$ cat config.mk
export PLATFORM = sky130hd
export DESIGN_NAME = scsi_irq_unit
export DESIGN_NICKNAME = d
export VERILOG_FILES = /design/src/rtl/sirq_pkg.sv /design/src/rtl/sirq_host_decode.sv /design/src/rtl/sirq_regfile.sv /design/src/rtl/sirq_dma_ctrl.sv /design/src/rtl/scsi_irq_unit.sv
export SDC_FILE = /design/constraint.sdc
export NUM_CORES = 1
export LEC_CHECK = 0
export BUFFER_PORTS_ARGS = -buffer_cell sky130_fd_sc_hd__buf_2
export CORE_MARGIN = 2
export CORE_UTILIZATION = 40
export CTS_CLUSTER_SIZE = 20
export DETAILED_ROUTE_END_ITERATION = 8
export PLACE_DENSITY = 0.67
export RECOVER_POWER = 100
export SETUP_SLACK_MARGIN = 0.02
export SYNTH_ARGS = -nofsm -noshare
export SYNTH_HDL_FRONTEND = slang
export SYNTH_HIERARCHICAL = 1
export SYNTH_SLANG_ARGS = --single-unit
$ cat constraint.sdc
create_clock -name clk -period 2.74 [get_ports clk]
set_input_delay 0.548 -clock clk [delete_from_list [all_inputs] [get_ports clk]]
set_output_delay 0.548 -clock clk [all_outputs]
set_load 0.01 [all_outputs]
$ cat src/rtl/sirq_pkg.sv
// Package: shared constants and the decoded-command type for the
// interrupt and status unit. Assumes byte-wide registers, 16 of them.
package sirq_pkg;
    localparam int DATA_W    = 8;
    localparam int REG_COUNT = 16;
    localparam int IDX_W     = $clog2(REG_COUNT);
    localparam int IDX_LSB   = 2;

    // register indices whose position other logic depends on
    localparam logic [IDX_W-1:0] IDX_CMD    = 4'd3;
    localparam logic [IDX_W-1:0] IDX_STATUS = 4'd4;
    localparam logic [IDX_W-1:0] IDX_REASON = 4'd5;
    localparam logic [IDX_W-1:0] IDX_STEP   = 4'd6;
    localparam logic [IDX_W-1:0] IDX_CFG    = 4'd8;
    localparam logic [IDX_W-1:0] IDX_MASKED = 4'd11;
    localparam int               USER_BASE  = 12;
    localparam int               USER_COUNT = REG_COUNT - USER_BASE;

    localparam logic [DATA_W-1:0] OP_FLUSH     = 8'h01;
    localparam logic [DATA_W-1:0] OP_CHIP_RST  = 8'h02;
    localparam logic [DATA_W-1:0] OP_BUS_RST   = 8'h03;
    localparam logic [DATA_W-1:0] OP_XFER_INFO = 8'h10;

    localparam logic [DATA_W-1:0] WHY_FUNC_DONE  = 8'h08;
    localparam logic [DATA_W-1:0] WHY_BUS_SVC    = 8'h10;
    localparam logic [DATA_W-1:0] WHY_DISCONNECT = 8'h20;
    localparam logic [DATA_W-1:0] WHY_BUS_RESET  = 8'h80;

    localparam logic [DATA_W-1:0] STS_IRQ      = 8'h80;
    localparam logic [DATA_W-1:0] STS_TCOUNT   = 8'h10;
    localparam logic [DATA_W-1:0] PHASE_DIN    = 8'h01;
    localparam logic [DATA_W-1:0] PHASE_STATUS = 8'h03;
    localparam logic [DATA_W-1:0] STEP_DONE    = 8'h04;

    localparam logic [DATA_W-1:0] MASK_IDX11   = 8'h15;
    localparam int                CFG_MUTE_BIT = 6;

    localparam int DMA_PEND_BIT = 0;
    localparam int DMA_EN_BIT   = 4;
    localparam int DMA_RST_BIT  = 7;

    typedef struct packed {
        logic flush;
        logic chip_rst;
        logic bus_rst;
        logic xfer_info;
    } sirq_cmd_t;
endpackage

$ cat src/rtl/sirq_host_decode.sv
// Host decoder: turns the byte address into a register index, one write
// enable per register, the decoded command strobes and the acknowledge
// (read of the reason register). Assumes rd and wr are never both high.
module sirq_host_decode
    import sirq_pkg::*;
#(
    parameter int HOST_ADDR_W = 8
) (
    input  logic                   host_rd,
    input  logic                   host_wr,
    input  logic [HOST_ADDR_W-1:0] host_addr,
    input  logic [DATA_W-1:0]      host_wdata,
    output logic [IDX_W-1:0]       idx,
    output logic [REG_COUNT-1:0]   reg_we,
    output sirq_cmd_t              cmd,
    output logic                   ack
);
    localparam int IDX_MSB = IDX_LSB + IDX_W - 1;

    logic unused_addr_bits;
    assign unused_addr_bits = ^{host_addr[HOST_ADDR_W-1:IDX_MSB+1], host_addr[IDX_LSB-1:0]};

    // index from the word-spaced address
    assign idx = host_addr[IDX_MSB:IDX_LSB];

    // one write enable per register
    for (genvar g = 0; g < REG_COUNT; g++) begin : g_we
        assign reg_we[g] = host_wr && (idx == IDX_W'(g));
    end

    // command strobes from a write to the command register
    always_comb begin
        cmd.flush     = reg_we[IDX_CMD] && (host_wdata == OP_FLUSH);
        cmd.chip_rst  = reg_we[IDX_CMD] && (host_wdata == OP_CHIP_RST);
        cmd.bus_rst   = reg_we[IDX_CMD] && (host_wdata == OP_BUS_RST);
        cmd.xfer_info = reg_we[IDX_CMD] && (host_wdata == OP_XFER_INFO);
    end

    assign ack = host_rd && (idx == IDX_REASON);
endmodule

$ cat src/rtl/sirq_regfile.sv
// Register file: status, reason and sequence-step registers updated by
// commands and events, plus the write-only configuration byte and the
// host-writable bytes. Assumes one host access per cycle; a later
// event in the same cycle overrides an earlier one.
module sirq_regfile
    import sirq_pkg::*;
#(
    parameter int NUM_TARGETS = 4,
    parameter int TGT_W       = 3
) (
    input  logic                   clk,
    input  logic                   rst_n,
    input  logic                   soft_rst,
    input  logic [IDX_W-1:0]       idx,
    input  logic [REG_COUNT-1:0]   reg_we,
    input  logic [DATA_W-1:0]      host_wdata,
    input  sirq_cmd_t              cmd,
    input  logic                   ack,
    input  logic                   xfer_done,
    input  logic                   sel_req,
    input  logic [TGT_W-1:0]       sel_target,
    input  logic [NUM_TARGETS-1:0] tgt_present,
    output logic [DATA_W-1:0]      rdata,
    output logic                   set_pend,
    output logic [DATA_W-1:0]      status_o,
    output logic [DATA_W-1:0]      reason_o,
    output logic [DATA_W-1:0]      step_o
);
    localparam int TSEL_W = (NUM_TARGETS > 1) ? $clog2(NUM_TARGETS) : 1;

    logic [DATA_W-1:0] status_q, reason_q, step_q, cfg_q, masked_q;
    logic [DATA_W-1:0] user_q [USER_COUNT];
    logic              sel_ok, finish;

    // selection succeeds only for an in-range, present target
    assign sel_ok = (sel_target < TGT_W'(NUM_TARGETS)) &&
                    tgt_present[sel_target[TSEL_W-1:0]];
    assign finish = cmd.xfer_info || xfer_done;

    // status, reason and step updates; later statements take priority
    always_ff @(posedge clk) begin
        if (!rst_n || soft_rst) begin
            status_q <= '0;
            reason_q <= '0;
            step_q   <= '0;
        end else begin
            if (ack)
                status_q <= status_q & STS_TCOUNT;
            if (cmd.flush) begin
                reason_q <= WHY_FUNC_DONE;
                step_q   <= '0;
            end
            if (cmd.bus_rst)
                reason_q <= WHY_BUS_RESET;
            if (finish) begin
                status_q <= STS_IRQ | STS_TCOUNT | PHASE_STATUS;
                reason_q <= WHY_BUS_SVC;
                step_q   <= '0;
            end
            if (sel_req && !sel_ok) begin
                status_q <= STS_IRQ;
                reason_q <= WHY_DISCONNECT;
                step_q   <= '0;
            end else if (sel_req) begin
                status_q <= STS_IRQ | STS_TCOUNT | PHASE_DIN;
                reason_q <= WHY_BUS_SVC | WHY_FUNC_DONE;
                step_q   <= STEP_DONE;
            end
        end
    end

    // host-writable bytes and the configuration byte
    always_ff @(posedge clk) begin
        if (!rst_n || soft_rst) begin
            cfg_q    <= '0;
            masked_q <= '0;
            for (int i = 0; i < USER_COUNT; i++) user_q[i] <= '0;
        end else begin
            if (reg_we[IDX_CFG])    cfg_q    <= host_wdata;
            if (reg_we[IDX_MASKED]) masked_q <= host_wdata & MASK_IDX11;
            for (int i = 0; i < USER_COUNT; i++)
                if (reg_we[USER_BASE+i]) user_q[i] <= host_wdata;
        end
    end

    // pending-flag request toward the DMA control word
    assign set_pend = finish || sel_req || (cmd.bus_rst && !cfg_q[CFG_MUTE_BIT]);

    // read multiplexer on the current index
    always_comb begin
        rdata = '0;
        if (idx == IDX_STATUS)       rdata = status_q;
        else if (idx == IDX_REASON)  rdata = reason_q;
        else if (idx == IDX_STEP)    rdata = step_q;
        else if (idx == IDX_MASKED)  rdata = masked_q;
        else if (int'(idx) >= USER_BASE)
            rdata = user_q[int'(idx) - USER_BASE];
    end

    assign status_o = status_q;
    assign reason_o = reason_q;
    assign step_o   = step_q;
endmodule

$ cat src/rtl/sirq_dma_ctrl.sv
// DMA control word: fixed version byte, writable control bits, the
// pending flag, and the gated interrupt output. Assumes the reset bit
// is a write-only trigger and the pending bit is set only by events.
module sirq_dma_ctrl
    import sirq_pkg::*;
#(
    parameter int                         DMA_W       = 32,
    parameter logic [DMA_W-DMA_W/4*3-1:0] DMA_VERSION = 8'hA0
) (
    input  logic                   clk,
    input  logic                   rst_n,
    input  logic                   soft_rst,
    input  logic                   dma_wr,
    input  logic [DMA_W/4*3-1:0]   dma_wdata,
    input  logic                   set_pend,
    input  logic                   clr_pend,
    output logic                   dma_rst,
    output logic [DMA_W-1:0]       dma_ctrl,
    output logic                   irq
);
    localparam int LOW_W = DMA_W / 4 * 3;

    logic [LOW_W-1:1] ctl_q;
    logic             pend_q;
    logic             unused_wbit;

    assign unused_wbit = dma_wdata[DMA_PEND_BIT];
    assign dma_rst     = dma_wr && dma_wdata[DMA_RST_BIT];

    // writable control bits; the reset bit is never stored
    always_ff @(posedge clk) begin
        if (!rst_n || soft_rst) begin
            ctl_q <= '0;
        end else if (dma_wr) begin
            ctl_q              <= dma_wdata[LOW_W-1:1];
            ctl_q[DMA_RST_BIT] <= 1'b0;
        end
    end

    // pending flag: an event wins over an acknowledge in the same cycle
    always_ff @(posedge clk) begin
        if (!rst_n || soft_rst) pend_q <= 1'b0;
        else if (set_pend)      pend_q <= 1'b1;
        else if (clr_pend)      pend_q <= 1'b0;
    end

    assign dma_ctrl = {DMA_VERSION, ctl_q, pend_q};
    assign irq      = pend_q && ctl_q[DMA_EN_BIT];
endmodule

$ cat src/rtl/scsi_irq_unit.sv
// Top: interrupt and status unit of a SCSI bus controller. Joins the
// host decoder, register file and DMA control word; a chip-reset
// command or a DMA reset write clears the whole unit in one cycle.
module scsi_irq_unit
    import sirq_pkg::*;
#(
    parameter int                         HOST_ADDR_W = 8,
    parameter int                         NUM_TARGETS = 4,
    parameter int                         TGT_W       = 3,
    parameter int                         DMA_W       = 32,
    parameter logic [DMA_W-DMA_W/4*3-1:0] DMA_VERSION = 8'hA0
) (
    input  logic                   clk,
    input  logic                   rst_n,
    input  logic                   host_rd,
    input  logic                   host_wr,
    input  logic [HOST_ADDR_W-1:0] host_addr,
    input  logic [7:0]             host_wdata,
    output logic [7:0]             host_rdata,
    input  logic                   dma_wr,
    input  logic [DMA_W/4*3-1:0]   dma_wdata,
    output logic [DMA_W-1:0]       dma_ctrl,
    input  logic                   xfer_done,
    input  logic                   sel_req,
    input  logic [TGT_W-1:0]       sel_target,
    input  logic [NUM_TARGETS-1:0] tgt_present,
    output logic                   irq
);
    logic [IDX_W-1:0]     idx_w;
    logic [REG_COUNT-1:0] reg_we_w;
    sirq_cmd_t            cmd_w;
    logic                 ack_w, set_pend_w, dma_rst_w, soft_rst_w;
    logic [DATA_W-1:0]    status_w, reason_w, step_w;

    assign soft_rst_w = cmd_w.chip_rst || dma_rst_w;

    sirq_host_decode #(.HOST_ADDR_W(HOST_ADDR_W)) decode_i (
        .host_rd(host_rd), .host_wr(host_wr), .host_addr(host_addr),
        .host_wdata(host_wdata), .idx(idx_w), .reg_we(reg_we_w),
        .cmd(cmd_w), .ack(ack_w)
    );

    sirq_regfile #(.NUM_TARGETS(NUM_TARGETS), .TGT_W(TGT_W)) regs_i (
        .clk(clk), .rst_n(rst_n), .soft_rst(soft_rst_w), .idx(idx_w),
        .reg_we(reg_we_w), .host_wdata(host_wdata), .cmd(cmd_w), .ack(ack_w),
        .xfer_done(xfer_done), .sel_req(sel_req), .sel_target(sel_target),
        .tgt_present(tgt_present), .rdata(host_rdata), .set_pend(set_pend_w),
        .status_o(status_w), .reason_o(reason_w), .step_o(step_w)
    );

    sirq_dma_ctrl #(.DMA_W(DMA_W), .DMA_VERSION(DMA_VERSION)) dma_i (
        .clk(clk), .rst_n(rst_n), .soft_rst(soft_rst_w), .dma_wr(dma_wr),
        .dma_wdata(dma_wdata), .set_pend(set_pend_w), .clr_pend(ack_w),
        .dma_rst(dma_rst_w), .dma_ctrl(dma_ctrl), .irq(irq)
    );
endmodule

==> results of run 1 <==
-- per-stage QoR --
| step | cell area, sq um | worst slack, ns |
|---|---|---|
| detailed placement | 3830 | 0.131 |
| CTS | 3980 | 0.241 |
| global route | 3900 | 0.108 |
| floorplan | 3380 | 0.473 |
| global placement | 3830 | 0.156 |
| finish | 3900 | 0.206 |
-- layer usage --
| layer | track usage (%) | routed length (um) |
|---|---|---|
| met5 | 0 | 0 |
| met3 | 3.40 | 534 |
| met1 | 23.1 | 3080 |
| met2 | 26.9 | 3810 |
| met4 | 7.86 | 129 |
-- cell type report --
class	count	area, sq um
fillers	806	4280
flip-flops and latches	68	1680
multi-input cells	196	1420
repair buffers	100	489
clock buffers	12	135
well taps	105	131
inverters	7	26.3
clock inverters	3	15.0
-- worst max path at each step --
stage | startpoint | endpoint | slack [ns] | cells after the start
floorplan | host_wdata[3] | regs_i/user_q[0][0] | 0.47 | 7
global placement | host_wdata[3] | regs_i/user_q[2][2] | 0.16 | 6
detailed placement | host_wdata[3] | regs_i/user_q[2][3] | 0.13 | 6
CTS | host_addr[2] | host_rdata[0] | 0.24 | 4
global route | host_addr[2] | host_rdata[2] | 0.11 | 6
finish | host_addr[2] | host_rdata[2] | 0.21 | 6
-- power groups by stage --
stage	sequential (mW)	combinational (mW)	clock [mW]
final	1.14	0.266	0.661
after detailed placement	1.17	0.281	0
after global placement	1.16	0.277	0
after floorplan	1.17	0.176	0
after global routing	1.15	0.295	0.726
after CTS	1.14	0.283	0.684
-- layout by cell type (no fill, tap or decap), types with 3 or more instances in the layout --
master / count
edfxtp_1: 32
clkbuf_8: 9
and2_1: 3
buf_2: 50
clkinv_2: 3
nand2_1: 4
or4b_1: 3
conb_1: 9
and3_1: 33
nor3_1: 8
nor2_1: 35
dfxtp_1: 36
buf_4: 12
a21oi_1: 6
nand3b_1: 3
clkbuf_2: 5
nand2b_1: 10
mux4_1: 4
mux2i_1: 29
clkbuf_1: 36
inv_1: 7
nand3_1: 6
-- registers in the layout, indices dropped and copies added (netlist names) --
register / count
dma_i/ctl_q: 22
regs_i/cfg_q: 1
regs_i/step_o: 1
regs_i/masked_q: 3
regs_i/reason_o: 4
dma_i/pend_q: 1
regs_i/user_q: 32
regs_i/status_o: 4
-- worst register-to-register path, delay by kind of cell (launching register included) --
kind | cells | cell delay, ns
AO/OA/AOI/OAI | 1 | 0.22
AND/OR/NAND/NOR | 1 | 0.07
flip-flops | 1 | 0.33
==> results.ini, run 1 <==
[run_status]
outcome=complete, no violations

[global_route]
grt-ovfl-total=0
grt_pass1_vias=2362
grt_max_degree=23
antenna_found_initial=0
grt_use_total_pct=17.2
grt_pass1_wl_mm=11.7

[detailed_routing]
dr.pass1.iters=4
drc=0
antenna_left=0
vias=2532
wl_per_cell_um=15.4
drt_iter0_markers=238
viasPerCell=5.16
routed_wl_mm=7.56

[min_path]
whs_path_depth=3
holdPathEnd=dma_i/ctl_q[12]
hp-class=primary input to flip-flop
min_from=dma_wdata[12]

[critical_path]
crit_slowest_cell=or3b_2
reg2reg_depth=2
r2r_setup_slack_ns=2.00
path_class=primary input to output pin
critical-path-max-stage-delay_ns=0.48
critical_path.top_delay_family=buffers and inverters
critPathArrivalTime_ns=1.99
crit_top_cell=clkbuf_2
crit_path_start_kind=primary input
critPathRequiredTime_ns=2.19
cp.buffers_inverters=3
r2r_start=regs_i/status_o[1]
cp_cell_sequence=clkbuf_2, clkbuf_2, or3b_2, a21boi_0, o22a_1, buf_2
critPathMaxFanout=14
r2r_end=regs_i/status_o[1]
cp-end-kind=output pin

[die]
dieArea_sq_mm=0.00913
dieWidth_um=95.6
core_sq_mm=0.00818
die_h_um=95.6
row_count=33
num_io_pins=95
start_util_pct=41.0

[placement]
portBuffers=80
dp_hpwl_mm=5.66
gp_congestion=0.804
dp_cells=476

[power]
p_seq_share_pct=55.2
power_frac_comb_pct=12.8
p_clk_share_pct=31.9
power_density_mw_per_mm2=531
internal_power_mw=1.55
power_switching_uw=516
p_total_mw=2.07
p_leak_nw=1.70
vdd_drop_max_mv=0.285
p_sw_share_pct=24.9

[sta]
tightestPinTransition_ns=0.733
hold_viol_final=0
slew_headroom_pct=51.0
fin_setup_tns_ns=0
fin_crit_ns=2.53
finalSetupViolations=0
grt_setup_unrepaired=no
hold_ws_ns=0.447
finalMaxSlewViolations=0
fin_skew_ns=0.000128
finalCritPeriodShare_pct=92.5
clock.fmax_mhz=395

[finish]
areaGrowthSynthToFinish_pct=16.3
finalNetCount=436
utilization_pct=47.7
drive_above_1_share_pct=23.1
fin_cells=491
n_antenna_cell=0

[yosys]
ys_warn_count=6
synthCells=295
syn_area_per_cell_sq_um=11.4
synth_area_sq_mm=0.00335

[cts]
clk_latency_ns=0.33
hold_buffers=0
post_cts_buffers=0
root_buffer=clkbuf_8
cts_tree=done
htree_levels=3
path_clk_slew_ns=0.07
cts_resized=0
numCtsBuffers=9
clockBufferDepth=2
cts.sinks=68

[run]
drv_cap=0

(Power assumes the default switching activity.)
==> run 2: changes to the inputs <==
--- a/config.mk
+++ b/config.mk
@@ -6,6 +6,7 @@
 export NUM_CORES = 1
 export LEC_CHECK = 0
 export BUFFER_PORTS_ARGS = -buffer_cell sky130_fd_sc_hd__buf_2
+export CORE_ASPECT_RATIO = 1.1
 export CORE_MARGIN = 2
 export CORE_UTILIZATION = 40
 export CTS_CLUSTER_SIZE = 20
==> results.ini, run 2 (synthesized netlist as in run 1, its figures left out) <==
[run_status]
outcome=complete, no violations

[die]
row_count=35  ; +6.1%
core_sq_mm=0.00828  ; +1.2%
dieWidth_um=91.3  ; -4.5%
dieArea_sq_mm=0.00914  ; about the same
start_util_pct=40.5  ; -0.50 points
die_h_um=100  ; +4.7%
num_io_pins=95  ; unchanged

[global_route]
grt_pass1_vias=2511  ; +6.3%
grt_use_total_pct=17.0  ; -0.20 points
antenna_found_initial=0  ; unchanged
grt_max_degree=27  ; +17%
grt-ovfl-total=0  ; unchanged
grt_pass1_wl_mm=12.0  ; +2.6%

[cts]
cts_resized=0  ; unchanged
root_buffer=clkbuf_8
path_clk_slew_ns=0.07  ; about the same
htree_levels=3  ; unchanged
cts.sinks=68  ; unchanged
post_cts_buffers=0  ; unchanged
clockBufferDepth=2  ; unchanged
clk_latency_ns=0.34  ; about the same
cts_tree=done
numCtsBuffers=9  ; unchanged
hold_buffers=0  ; unchanged

[critical_path]
critPathRequiredTime_ns=2.19  ; about the same
critPathArrivalTime_ns=1.97  ; -0.02 ns
crit_path_start_kind=primary input
cp-end-kind=output pin
path_class=primary input to output pin
critPathMaxFanout=13  ; -1

[sta]
hold_viol_final=0  ; unchanged
grt_setup_unrepaired=no
fin_skew_ns=0.0000803  ; -0.0000477 ns
clock.fmax_mhz=397  ; +0.71%
fin_crit_ns=2.52  ; -0.0178 ns
finalCritPeriodShare_pct=91.8  ; -0.65 points
tightestPinTransition_ns=0.753  ; +0.0196 ns
finalSetupViolations=0  ; unchanged
finalMaxSlewViolations=0  ; unchanged
hold_ws_ns=0.442  ; -0.00543 ns
slew_headroom_pct=49.7  ; -1.3 points
fin_setup_tns_ns=0  ; unchanged

[finish]
n_antenna_cell=0  ; unchanged
utilization_pct=47.6  ; -0.10 points
layout_common_cells=51 x buf_2, 36 x dfxtp_1, 35 x nor2_1
finalNetCount=431  ; -1.1%
largest_reg_flops=32  ; unchanged
reg_top3=regs_i/user_q (32), dma_i/ctl_q (22)
final_common_cell=buf_2
areaGrowthSynthToFinish_pct=17.5
top_register=regs_i/user_q
drive_above_1_share_pct=23.3  ; +0.24 points

[detailed_routing]
vias=2529  ; -0.12%
drt_iter0_markers=184  ; -23%
wl_per_cell_um=15.1  ; -1.6%
routed_wl_mm=7.47  ; -1.2%
antenna_left=0  ; unchanged
viasPerCell=5.13  ; -0.52%
drc=0  ; unchanged
dr.pass1.iters=4  ; unchanged

[placement]
gp_congestion=0.787  ; -2.2%
portBuffers=80  ; unchanged
dp_hpwl_mm=5.49  ; -3.1%

[power]
power_density_mw_per_mm2=565  ; +6.5%
vdd_drop_max_mv=0.310  ; +8.9%
p_leak_nw=1.71  ; +0.69%

[min_path]
hp-class=primary input to flip-flop

[run]
drv_cap=0  ; unchanged

run 2: changes by cell type in the layout (fill, tap and decap cells not counted), sizes merged:
cell / previous run / this run
clkbuf: 50 / 45
buf: 62 / 64
clkinv: 3 / 1
bufinv: 0 / 1
run 2: final timing paths:
| kind | startpoint | to | slack (ns) | cells after the start |
|---|---|---|---|---|
| min reg2reg | regs_i/masked_q[0] | regs_i/masked_q[0] | 0.50 | 2 |
| max | host_addr[2] | host_rdata[2] | 0.22 | 6 |
| max reg2reg | regs_i/reason_o[3] | regs_i/reason_o[3] | 1.96 | 2 |
| min | dma_wdata[20] | dma_i/ctl_q[20] | 0.44 | 3 |
run 2: routing by layer:
layer	share of wire, %	up-vias	global-route usage, %
li1	-	1229	-
met1	42	1202	20.1
met2	49	81	28.3
met3	6.1	17	4.73
met4	2.4	0	9.21
met5	0	-	0
run 2: area by class of cell:
class / instances / area (sq um)
clock buffers: 14 / 163
clock inverters: 2 / 35.0
fillers: 781 / 4340
inverters: 7 / 26.3
multi-input cells: 196 / 1430
flip-flops and latches: 68 / 1680
well taps: 111 / 139
repair buffers: 95 / 470
run 2: power breakdown:
group	switching (mW)	internal [mW]
sequential	0.0223	1.12
clock	0.351	0.470
combinational	0.151	0.111
run 2: metrics by stage:
step           total power [mW]  cells  worst slack [ns]  area [sq um]
2_1_floorplan              1.34    302             0.473          3380
3_3_place_gp               1.43    477             0.143          3790
3_5_place_dp               1.44    477            0.0996          3790
4_1_cts                    2.26    493             0.284          3990
5_1_grt                    2.32    493             0.133          3940
6_report                   2.23    493             0.224          3940
run 2: worst max-delay path, cell delays in order:
cell and delay, ns:
clkbuf_2 0.24, buf_4 0.25, or3b_2 0.46, a21boi_0 0.19
o22a_1 0.14, buf_2 0.12
==> run 3: changes to the inputs <==
--- a/config.mk
+++ b/config.mk
@@ -7,11 +7,11 @@
 export LEC_CHECK = 0
 export BUFFER_PORTS_ARGS = -buffer_cell sky130_fd_sc_hd__buf_2
 export CORE_ASPECT_RATIO = 1.1
-export CORE_MARGIN = 2
-export CORE_UTILIZATION = 40
+export CORE_MARGIN = 5
+export CORE_UTILIZATION = 46
 export CTS_CLUSTER_SIZE = 20
 export DETAILED_ROUTE_END_ITERATION = 8
-export PLACE_DENSITY = 0.67
+export PLACE_DENSITY = 0.74
 export RECOVER_POWER = 100
 export SETUP_SLACK_MARGIN = 0.02
 export SYNTH_ARGS = -nofsm -noshare
==> results.ini, run 3 (synthesized netlist as in run 1, its figures left out) <==
[critical_path]
r2r_setup_slack_ns=1.97  ; about the same
reg2reg_depth=2  ; unchanged
r2r_end=regs_i/status_o[1]
crit_path_start=host_wdata[3]
critPathRequiredTime_ns=2.69  ; +0.50 ns
cp-end-kind=flip-flop
path_class=primary input to flip-flop
crit_path_start_kind=primary input
r2r_start=regs_i/status_o[1]
critPathArrivalTime_ns=2.52  ; +0.55 ns
critPathMaxFanout=16  ; +3
crit_end=regs_i/user_q[1][7]

[global_route]
grt_pass1_wl_mm=12.3  ; +2.5%
antenna_found_initial=0  ; unchanged
grt_use_total_pct=17.1  ; +0.099 points
grt_max_degree=24  ; -11%
grt-ovfl-total=0  ; unchanged
grt_pass1_vias=2556  ; +1.8%

[sta]
slew_headroom_pct=30.2  ; -20 points
finalWorstSetupSlack_ns=0.167  ; -0.0563 ns
grt_setup_unrepaired=no
clock.fmax_mhz=389  ; -2.2%
fin_skew_ns=0.000403  ; +0.000322 ns
hold_ws_ns=0.450  ; +0.00777 ns
tightestPinTransition_ns=1.05  ; +0.292 ns
finalSetupViolations=0  ; unchanged
fin_crit_ns=2.57  ; +0.0563 ns
fin_setup_tns_ns=0  ; unchanged
hold_viol_final=0  ; unchanged
finalCritPeriodShare_pct=93.9  ; +2.1 points
finalMaxSlewViolations=0  ; unchanged

[run_status]
outcome=complete, no violations

[cts]
cts_tree=done
path_clk_slew_ns=0.07  ; about the same
clk_latency_ns=0.33  ; about the same
root_buffer=clkbuf_8
post_cts_buffers=0  ; unchanged
cts_resized=0  ; unchanged
clockBufferDepth=2  ; unchanged
htree_levels=3  ; unchanged
numCtsBuffers=9  ; unchanged
cts.sinks=68  ; unchanged
hold_buffers=0  ; unchanged

[die]
num_io_pins=95  ; unchanged
core_sq_mm=0.00705  ; -15%
die_h_um=99.6  ; -0.48%
dieWidth_um=91.4  ; +0.11%
start_util_pct=47.6  ; +7.1 points
row_count=32  ; -8.6%
dieArea_sq_mm=0.00910  ; -0.37%

[detailed_routing]
antenna_left=0  ; unchanged
vias=2542  ; +0.51%
drc=0  ; unchanged
viasPerCell=5.40  ; +5.2%
dr.pass1.iters=4  ; unchanged
drt_iter0_markers=144  ; -22%
wl_per_cell_um=16.5  ; +9.2%
routed_wl_mm=7.79  ; +4.3%

[finish]
areaGrowthSynthToFinish_pct=16.5
fin_cells=471  ; -4.5%
largest_reg_flops=32  ; unchanged
reg_top3=regs_i/user_q (32), dma_i/ctl_q (22)
finalNetCount=435  ; +0.93%
n_antenna_cell=0  ; unchanged
final_common_cell=buf_2
drive_above_1_share_pct=23.6  ; +0.28 points
layout_common_cells=53 x buf_2, 36 x dfxtp_1, 35 x nor2_1
top_register=regs_i/user_q
utilization_pct=55.5  ; +7.9 points
n_fill_cell=632  ; -19%

[placement]
dp_slack_ns=-0.0715  ; -0.171 ns
dp_cells=455  ; -4.6%
portBuffers=80  ; unchanged
gp_congestion=0.818  ; +3.9%
dp_hpwl_mm=5.84  ; +6.4%

[power]
p_seq_share_pct=52.4  ; +1.0 points
p_sw_share_pct=24.6  ; +1.1 points
p_clk_share_pct=35.5  ; -1.4 points
p_leak_nw=1.71  ; -0.25%
power_frac_comb_pct=12.1  ; +0.3 points
power_switching_uw=538  ; +2.6%
vdd_drop_max_mv=0.370  ; +19%
internal_power_mw=1.65  ; -3.2%
power_density_mw_per_mm2=559  ; -1.1%

[min_path]
hp-class=primary input to flip-flop

[run]
drv_cap=0  ; unchanged

[run 3: area by class of cell]
class / instances / area [sq um] / share of cell area [%]
Sequential cell: 68 / 1680 / 43.0
Multi-Input combinational cell: 196 / 1430 / 36.5
Timing Repair Buffer: 99 / 478 / 12.2
Clock buffer: 9 / 124 / 3.17
Tap cell: 85 / 106 / 2.72
Clock inverter: 7 / 67.6 / 1.73
Inverter: 7 / 26.3 / 0.672
[run 3: worst max-delay path, cell delays in order]
cell and delay (ns):
clkbuf_1 0.15, or4_4 0.22, nor4_1 0.06, or2_0 0.22
nor2b_1 0.81, nand2b_1 0.50
[run 3: worst min path at each step]
stage | from | end | slack (ns) | cells after the start
2_1_floorplan | regs_i/masked_q[0] | regs_i/masked_q[0] | 0.45 | 2
3_3_place_gp | dma_i/ctl_q[19] | dma_i/ctl_q[19] | 0.47 | 2
3_5_place_dp | dma_i/ctl_q[17] | dma_i/ctl_q[17] | 0.48 | 2
4_1_cts | dma_wdata[15] | dma_i/ctl_q[15] | 0.43 | 3
5_1_grt | dma_wdata[3] | dma_i/ctl_q[3] | 0.44 | 3
6_report | dma_wdata[15] | dma_i/ctl_q[15] | 0.45 | 3
[run 3: power by group through the flow]
stage | Combinational, mW | Clock (mW) | Sequential (mW)
finish | 0.265 | 0.776 | 1.14
global placement | 0.271 | 0 | 1.16
global route | 0.292 | 0.852 | 1.15
floorplan | 0.176 | 0 | 1.17
detailed placement | 0.278 | 0 | 1.17
CTS | 0.278 | 0.798 | 1.14
[run 3: layer usage]
metal / vias up / track usage, % / wire length, um
met3: 9 / 5.14 / 662
met4: 0 / 5.08 / 60
met1: 1202 / 20.9 / 3200
met2: 102 / 29.1 / 3870
li1: 1229 / - / -
met5: - / 0 / 0
[run 3: per-stage QoR]
step	area [sq um]	total power [mW]
3_3_place_gp	3790	1.43
2_1_floorplan	3380	1.34
4_1_cts	3980	2.22
5_1_grt	3910	2.29
6_report	3910	2.19
3_5_place_dp	3790	1.44
